$ cat src/rtl/eeprom_burst_ctrl.sv
module eeprom_burst_ctrl #(
  parameter int EE_AW  = 16,
  parameter int MEM_AW = 24,
  parameter int OFF_W  = 15
) (
  input  logic              clk,
  input  logic              rst_n,
  input  logic              reg_wr,
  input  logic [1:0]        reg_addr,
  input  logic [31:0]       reg_wdata,
  output logic [31:0]       reg_rdata,
  output logic              ee_req,
  output logic              ee_we,
  output logic [EE_AW-1:0]  ee_addr,
  output logic [7:0]        ee_wdata,
  input  logic              ee_ack,
  input  logic [7:0]        ee_rdata,
  output logic              mem_we,
  output logic [MEM_AW-1:0] mem_addr,
  output logic [31:0]       mem_wdata
);
  localparam int BASE_W = MEM_AW - OFF_W;
  localparam int LAST_B = 5;

  typedef enum logic [1:0] {S_IDLE, S_XFER, S_GAP} st_t;
  typedef enum logic [1:0] {OP_RD, OP_WR, OP_BST} op_t;

  st_t               st;
  op_t               op;
  logic              rd_p, wr_p, bs_p, fresh;
  logic [EE_AW-1:0]  cnt;
  logic [7:0]        data_q;
  logic [BASE_W-1:0] base;
  logic [2:0]        bidx;
  logic [15:0]       offs;
  logic [23:0]       dbuf;
  logic              busy;

  assign busy     = rd_p | wr_p | bs_p;
  assign ee_req   = (st == S_XFER);
  assign ee_we    = (op == OP_WR);
  assign ee_addr  = cnt;
  assign ee_wdata = data_q;

  always_comb begin
    case (reg_addr)
      2'd0:    reg_rdata = {28'd0, busy, bs_p, rd_p, wr_p};
      2'd1:    reg_rdata = 32'(cnt);
      2'd2:    reg_rdata = {24'd0, data_q};
      default: reg_rdata = 32'(base);
    endcase
  end

  always_ff @(posedge clk or negedge rst_n) begin
    if (!rst_n) begin
      st <= S_IDLE; op <= OP_RD;
      rd_p <= 1'b0; wr_p <= 1'b0; bs_p <= 1'b0; fresh <= 1'b1;
      cnt <= '0; data_q <= '0; base <= '0;
      bidx <= '0; offs <= '0; dbuf <= '0;
      mem_we <= 1'b0; mem_addr <= '0; mem_wdata <= '0;
    end else begin
      mem_we <= 1'b0;
      if (reg_wr && !busy) begin
        case (reg_addr)
          2'd0: begin
            wr_p <= reg_wdata[0];
            rd_p <= reg_wdata[1];
            bs_p <= reg_wdata[2];
          end
          2'd1:    cnt    <= reg_wdata[EE_AW-1:0];
          2'd2:    data_q <= reg_wdata[7:0];
          default: base   <= reg_wdata[BASE_W-1:0];
        endcase
      end
      case (st)
        S_IDLE: begin
          if (rd_p) begin
            op <= OP_RD; st <= S_XFER;
          end else if (wr_p) begin
            op <= OP_WR; st <= S_XFER;
          end else if (bs_p) begin
            op <= OP_BST; st <= S_XFER; bidx <= '0;
            if (fresh) cnt <= '0;
          end
        end
        S_XFER: begin
          if (ee_ack) begin
            cnt   <= cnt + 1'b1;
            fresh <= 1'b0;
            st    <= S_GAP;
            case (op)
              OP_RD: begin data_q <= ee_rdata; rd_p <= 1'b0; end
              OP_WR: wr_p <= 1'b0;
              default: begin
                bidx <= (bidx == 3'(LAST_B)) ? 3'd0 : bidx + 1'b1;
                case (bidx)
                  3'd0: offs[7:0] <= ee_rdata;
                  3'd1: begin
                    if ({ee_rdata, offs[7:0]} == 16'hFFFF) bs_p <= 1'b0;
                    offs[15:8] <= ee_rdata;
                  end
                  3'd2: dbuf[7:0]   <= ee_rdata;
                  3'd3: dbuf[15:8]  <= ee_rdata;
                  3'd4: dbuf[23:16] <= ee_rdata;
                  default: begin
                    mem_we    <= 1'b1;
                    mem_addr  <= {base, offs[OFF_W-1:0]};
                    mem_wdata <= {ee_rdata, dbuf};
                  end
                endcase
              end
            endcase
          end
        end
        default: st <= (op == OP_BST && bs_p) ? S_XFER : S_IDLE;
      endcase
    end
  end

  assert_req_busy_R6: assert property (@(posedge clk) disable iff (!rst_n)
    ee_req |-> busy);
  assert_no_set_busy_R6: assert property (@(posedge clk) disable iff (!rst_n)
    (reg_wr && busy) |=> !$rose(rd_p) && !$rose(wr_p) && !$rose(bs_p));
  assert_req_hold_R11: assert property (@(posedge clk) disable iff (!rst_n)
    (ee_req && !ee_ack) |=> ee_req && $stable(ee_addr) && $stable(ee_we) && $stable(ee_wdata));
  assert_read_first_R5: assert property (@(posedge clk) disable iff (!rst_n)
    (ee_req && ee_we) |-> !rd_p);
  assert_ptr_step_R4: assert property (@(posedge clk) disable iff (!rst_n)
    (ee_req && ee_ack) |=> cnt == $past(cnt) + 1'b1);
  assert_memwe_burst_R9: assert property (@(posedge clk) disable iff (!rst_n)
    mem_we |-> op == OP_BST && $past(ee_ack));
  assert_memaddr_base_R10: assert property (@(posedge clk) disable iff (!rst_n)
    mem_we |-> mem_addr[MEM_AW-1:OFF_W] == base);
endmodule

$ cat config.mk
export PLATFORM = sky130hd
export DESIGN_NAME = eeprom_burst_ctrl
export DESIGN_NICKNAME = d
export VERILOG_FILES = /design/src/rtl/eeprom_burst_ctrl.sv
export SDC_FILE = /design/constraint.sdc
export NUM_CORES = 1
export LEC_CHECK = 0
export BUFFER_PORTS_ARGS = -buffer_cell sky130_fd_sc_hd__buf_2
export CAP_MARGIN = 20
export CORE_ASPECT_RATIO = 1.4
export CORE_UTILIZATION = 48
export CTS_BUF_LIST = sky130_fd_sc_hd__clkbuf_16
export DETAILED_ROUTE_END_ITERATION = 10
export GPL_ROUTABILITY_DRIVEN = 0
export PLACE_DENSITY = 0.76
export SYNTH_ARGS = -nofsm -noshare
export SYNTH_HDL_FRONTEND = slang
export SYNTH_SLANG_ARGS = --single-unit
$ cat constraint.sdc
create_clock -name clk -period 1.8 [get_ports clk]
set_input_delay 0.27 -clock clk [delete_from_list [all_inputs] [get_ports clk]]
set_output_delay 0.27 -clock clk [all_outputs]
set_load 0.03 [all_outputs]
==> reports/results.txt, run 1 <==
Sink Count -> 140
Finished Cell Area -> 8323 sq um
Core Util, Final -> 64.65%
Placed Cells -> 786
Failing checks -> negative setup slack
Routed via count -> 4767
HPWL Detailed -> 11.10 mm
Global-route wire length before repair -> 25.00 mm
Seq/Total Area, Yosys -> 55.42%
Total grt overflow -> 0
Worst reg2reg startpoint -> rd_p
Max_slew headroom -> 63.16%
I/O Pins -> 161
RSZ-0062 raised after global routing -> yes
Layout cells sized above 1 -> 53.00%
Top FF cell, synth -> dfrtp_1
Routed length per placed instance -> 19.85 um
Number of synthesized flops with an enable pin -> 0
Yosys reg bits -> 140
Die height -> 137.8 um
# DRC -> 0
Worst Setup Path Type -> reg2out
Mapped Area -> 6324 sq um
H-tree depth -> 4
Gr usage total -> 24.11%
Synth unique cells -> 56
# diodes -> 0
Max-Cap Viols -> 0
Initial antenna violation count -> 0
Final nets -> 718
Arrival time worst endpoint -> 1.84 ns
Clock buffer depth -> 2
Synth warn -> 0
Met1 Wirelength -> 6.448 mm
Routed wire length -> 16.60 mm
Die footprint -> 13640 sq um
VDD IR max -> 898.8 uV
PwrDens -> 1659 nW/um^2
Synthesized instance count -> 485
Run status -> finished, violations left
Initial core utilization -> 49.12%
Post-synth ARST share -> 100.0%
CP Launch Type -> flip-flop
Core Area -> 12870 sq um
Area added between synthesis and finish -> 31.62%
Vias per inst -> 5.702
Largest net degree at the start of global routing -> 57
Final Cycle Share -> 117.2%
Static Leak -> 0.004234 uW
Std cell rows -> 49
Max Freq -> 0.4741 GHz
Syn_area_per_cell -> 13.04 sq um
Worst min-delay path class -> in2reg
Die Width -> 99.01 um
Starting DRT DRC Count -> 308
Slew @ Worst Pin -> 0.5526 ns
Fin. Hold Viols -> 0
Final setup vio count -> 22
Routed length on met2 -> 8.776 mm
CTS tree -> yes
Area after DPL -> 7357 sq um
Number of global-route vias before repair -> 4833
# port buffers -> 128
Final critical-path required period -> 2.109 ns
Max-slew violations -> 0
Worst-path maximum fanout -> 2
CP startpoint -> wr_p
CP Capture Type -> output port
Post-Place Setup Slack -> -0.01277 ns
Root Driver -> clkbuf_16
Number of iterations in the first detailed-routing pass -> 4
Total CTS buffers -> 17
CP required -> 1.53 ns
Layout Skew -> 0.007375 ns
Fin cells -> 836
DR top layer -> met4
Most common cell after layout, fill and taps aside -> dfrtp_1
Setup ws final -> -0.3091 ns
Reg clk slew, reported paths -> 0.06 ns
Skew-Pair Late Insertion Delay -> 0.41 ns
Post-DRT Antenna Nets -> 0
Metal3 WL -> 994 um
Worst hold slack -> 0.09753 ns
HP Start -> reg_wdata[14]
Most frequent cells in the layout -> 138 x dfrtp_1, 123 x buf_2, 102 x mux2_2
Yosys cell counts (all sizes together), types with 3 or more instances:
library cell,number,area [sq um]
nor2,14,62.56
clkbuf,6,22.52
nor4,7,43.79
mux2i,15,150.1
nor2b,5,31.28
nand2,25,96.35
mux4,4,90.09
a22o,4,35.03
o22ai,5,31.28
dfrtp,139,3478
xnor2,3,26.28
nand3,11,55.05
nor3,10,60.06
a21oi,8,40.04
a221o,8,80.08
o21ai,22,110.1
and2,7,43.79
nand4,7,43.79
nand2b,3,18.77
buf,36,251.5
mux2,109,1227
inv,6,22.52
where the power goes:
group | switching, uW | total [uW] | internal, uW
registers | 904 | 5180 | 4280
logic | 3080 | 5370 | 2290
clock network | 1360 | 3250 | 1890
total | 5340 | 13800 | 8470
state kept, by name, indices dropped and copies added, names as in the netlist, 3 cells and up:
register   cells
bidx           3
offs          15
ee_addr       16
ee_wdata       8
mem_addr      24
dbuf          24
base           9
mem_wdata     32
final timing paths:
| check | cells after the start | to | slack [ns] |
|---|---|---|---|
| max reg2reg | 7 | ee_addr[2] | -0.27 |
| min | 2 | ee_addr[14] | 0.1 |
| max | 3 | reg_rdata[3] | -0.31 |
| max in group asynchronous | 3 | ee_addr[7] | 0.77 |
| min in group asynchronous | 2 | mem_addr[12] | 0.40 |
| min reg2reg | 1 | mem_wdata[10] | 0.50 |
area by class of cell:
| cell class | instances | area, sq um |
|---|---|---|
| fill | 945 | 4552 |
| sequential | 140 | 3506 |
| multi-input combinational | 312 | 2714 |
| timing repair buffer | 193 | 1334 |
| clock buffer | 17 | 425.4 |
| tap | 153 | 191.4 |
| clock inverter | 15 | 127.6 |
| inverter | 6 | 25.02 |
critical path, stage by stage (launching register included):
cell and delay [ns]:
dfrtp_1 0.40, or3_4 0.39, mux4_2 0.48, buf_6 0.16
layer usage:
layer,vias up,track usage [%]
met1,2422,28.79
met3,32,6.393
met2,188,41.34
met4,0,9.950
met5,-,0
li1,2125,-
logic make-up (layout without fill, tap and decap cells):
group / count (synthesis) / in the layout / synth area share (%)
adder cells (fa/ha/maj): 2 / 2 / 0.3957
buffers and inverters: 48 / 231 / 4.689
flip-flops: 140 / 140 / 55.42
XOR/XNOR: 3 / 3 / 0.4156
AO/OA/AOI/OAI: 60 / 60 / 6.431
other: 1 / 16 / 0.05930
multiplexers: 128 / 128 / 23.21
AND/OR/NAND/NOR: 103 / 103 / 9.379
metrics by stage:
stage | TNS [ns] | total power (uW)
after floorplan | 0 | 8277
after global placement | 0 | 9798
after detailed placement | -0.05152 | 10030
after CTS | -1.264 | 13480
after global routing | -5.637 | 14440
final | -4.206 | 13810
repair_timing:
| item | 4_1_cts | 5_1_grt |
|---|---|---|
| endpoints found under the setup margin | 24 | 106 |
| gates resized for setup | 17 | 59 |
| hold buffers | 1 | 0 |
| gates cloned | 0 | 2 |
| pin swaps | 2 | 17 |
| hold endpoints to repair | 51 | 0 |
| setup buffers | 4 | 13 |
(Power assumes the default switching activity.)
==> run 2, diff against run 1 <==
--- a/config.mk
+++ b/config.mk
@@ -8,11 +8,11 @@
 export BUFFER_PORTS_ARGS = -buffer_cell sky130_fd_sc_hd__buf_2
 export CAP_MARGIN = 20
 export CORE_ASPECT_RATIO = 1.4
-export CORE_UTILIZATION = 48
+export CORE_UTILIZATION = 53
 export CTS_BUF_LIST = sky130_fd_sc_hd__clkbuf_16
 export DETAILED_ROUTE_END_ITERATION = 10
 export GPL_ROUTABILITY_DRIVEN = 0
-export PLACE_DENSITY = 0.76
+export PLACE_DENSITY_LB_ADDON = 0.3
 export SYNTH_ARGS = -nofsm -noshare
 export SYNTH_HDL_FRONTEND = slang
 export SYNTH_SLANG_ARGS = --single-unit
==> constraint.sdc (replaced) <==
create_clock -name clk -period 2.33 [get_ports clk]
set_input_delay 0.3495 -clock clk [delete_from_list [all_inputs] [get_ports clk]]
set_output_delay 0.3495 -clock clk [all_outputs]
set_load 0.03 [all_outputs]
==> reports/results.txt, run 2 (synthesized netlist as in run 1, its figures left out) <==
Run status -> completed
Finished Cell Area -> 7709 sq um
Fin cells -> 781
Final Cycle Share -> 99.14%
Slew @ Worst Pin -> 0.5589 ns
# DRC -> 0
Total grt overflow -> 0
Reg clk slew, reported paths -> 0.05 ns
Routed length per placed instance -> 18.92 um
H-tree depth -> 4
CTS tree -> yes
Std cell rows -> 46
CP top delay family -> multiplexers
Area after DPL -> 7077 sq um
Layout cells sized above 1 -> 46.78%
Worst path bufs/invs -> 1
Arrival time worst endpoint -> 1.96 ns
Setup ws final -> 0.01999 ns
Fin. Hold Viols -> 0
Number of iterations in the first detailed-routing pass -> 6
Worst-path maximum fanout -> 9
Clock buffer depth -> 2
CP Capture Type -> output port
# port buffers -> 128
Critical-path cell list -> or3_1, mux4_2, buf_2
Max_slew headroom -> 62.74%
Total CTS buffers -> 17
CP Launch Type -> flip-flop
Final critical-path required period -> 2.310 ns
# diodes -> 0
Placed Cells -> 745
Post-DRT Antenna Nets -> 0
I/O Pins -> 161
Core Area -> 11450 sq um
Max-slew violations -> 0
Most common cell after layout, fill and taps aside -> dfrtp_1
Top reg by flops -> mem_wdata
Layout Skew -> 0.007415 ns
Gr usage total -> 25.50%
Die height -> 131.2 um
Worst hold slack -> 0.1663 ns
Routed via count -> 4498
PwrDens -> 1328 nW/um^2
Filler Cell Count -> 862
Sink Count -> 140
Global-route wire length before repair -> 23.93 mm
Root Driver -> clkbuf_16
Slowest CP cell -> mux4_2
Final nets -> 673
Worst min-delay path class -> in2reg
Initial core utilization -> 55.21%
Worst Setup Path Type -> reg2out
Number of global-route vias before repair -> 4605
Largest net degree at the start of global routing -> 63
Routed wire length -> 14.77 mm
Vias per inst -> 5.759
Largest register FFs -> 32
Starting DRT DRC Count -> 305
Skew-Pair Late Insertion Delay -> 0.41 ns
Core Util, Final -> 67.30%
HPWL Detailed -> 10.24 mm
VDD IR max -> 732.6 uV
Max Freq -> 0.4329 GHz
Biggest regs -> mem_wdata (32), dbuf (24), mem_addr (24)
Max-Cap Viols -> 0
Most frequent cells in the layout -> 136 x dfrtp_1, 127 x buf_2, 109 x mux2_2
Static Leak -> 0.003942 uW
Die Width -> 94.32 um
CP required -> 1.98 ns
CP peak stage delay -> 0.49 ns
Die footprint -> 12380 sq um
Final setup vio count -> 0
Area added between synthesis and finish -> 21.90%
Initial antenna violation count -> 0
Post-Place Setup Slack -> 0.3717 ns
## run 2: cell count changes in the layout (fill, tap and decap cells not counted), sizes merged
| cell | previous run | this run |
|---|---|---|
| buf | 191 | 147 |
| bufinv | 1 | 4 |
| clkinv | 10 | 6 |
| inv | 8 | 10 |
| clkbuf | 18 | 17 |
| clkinvlp | 2 | 0 |
## run 2: path summary, 6_finish.rpt
kind / from / end / slack [ns] / cells past startpoint
setup / recovery: wr_p / reg_rdata[3] / 0.02 / 3
hold / removal: reg_wdata[10] / ee_addr[10] / 0.17 / 3
setup reg to reg: bs_p / ee_addr[4] / 0.31 / 6
hold reg to reg: mem_wdata[21] / mem_wdata[21] / 0.50 / 1
max in group asynchronous: rst_n / dbuf[18] / 1.07 / 3
min in group asynchronous: rst_n / ee_addr[15] / 0.48 / 2
## run 2: layout make-up
type	count	area [sq um]	area share, %
Sequential cell	140	3508	45.51
Multi-Input combinational cell	312	2585	33.53
Timing Repair Buffer	148	824.5	10.70
Clock buffer	17	425.4	5.519
Tap cell	144	180.2	2.337
Clock inverter	14	162.7	2.110
Inverter	6	22.52	0.2922
## run 2: per-stage QoR
step,total power [uW],TNS (ns)
detailed placement,7495,0
global placement,7340,0
global route,10740,-0.001731
finish,10230,0
CTS,10240,0
floorplan,6388,0
## run 2: worst register-to-register path: stages (launching register included)
cell and delay [ns]:
dfrtp_2 0.45, buf_4 0.15, or4b_4 0.52, nor2_4 0.16, buf_4 0.21, nor2_2 0.10, a221o_1 0.32
## run 2: layer usage
metal / wire, um / vias up / global-route usage (%)
li1: - / 2009 / -
met1: 5689 / 2247 / 31.24
met2: 7676 / 212 / 42.63
met3: 1145 / 30 / 7.118
met4: 262 / 0 / 8.803
met5: 0 / - / 0
## run 2: timing repair
| action | 4_1_cts | 5_1_grt |
|---|---|---|
| setup endpoints to repair | 1 | 1 |
| hold buffers | 1 | 0 |
| buffers inserted | 0 | 4 |
| hold endpoints to repair | 58 | 0 |
| gates resized for setup | 2 | 1 |
## run 2: power by group
part,switching [uW],internal (uW)
combinational,2110,1380
sequential,738,3310
clock,947,1750
total,3800,6440
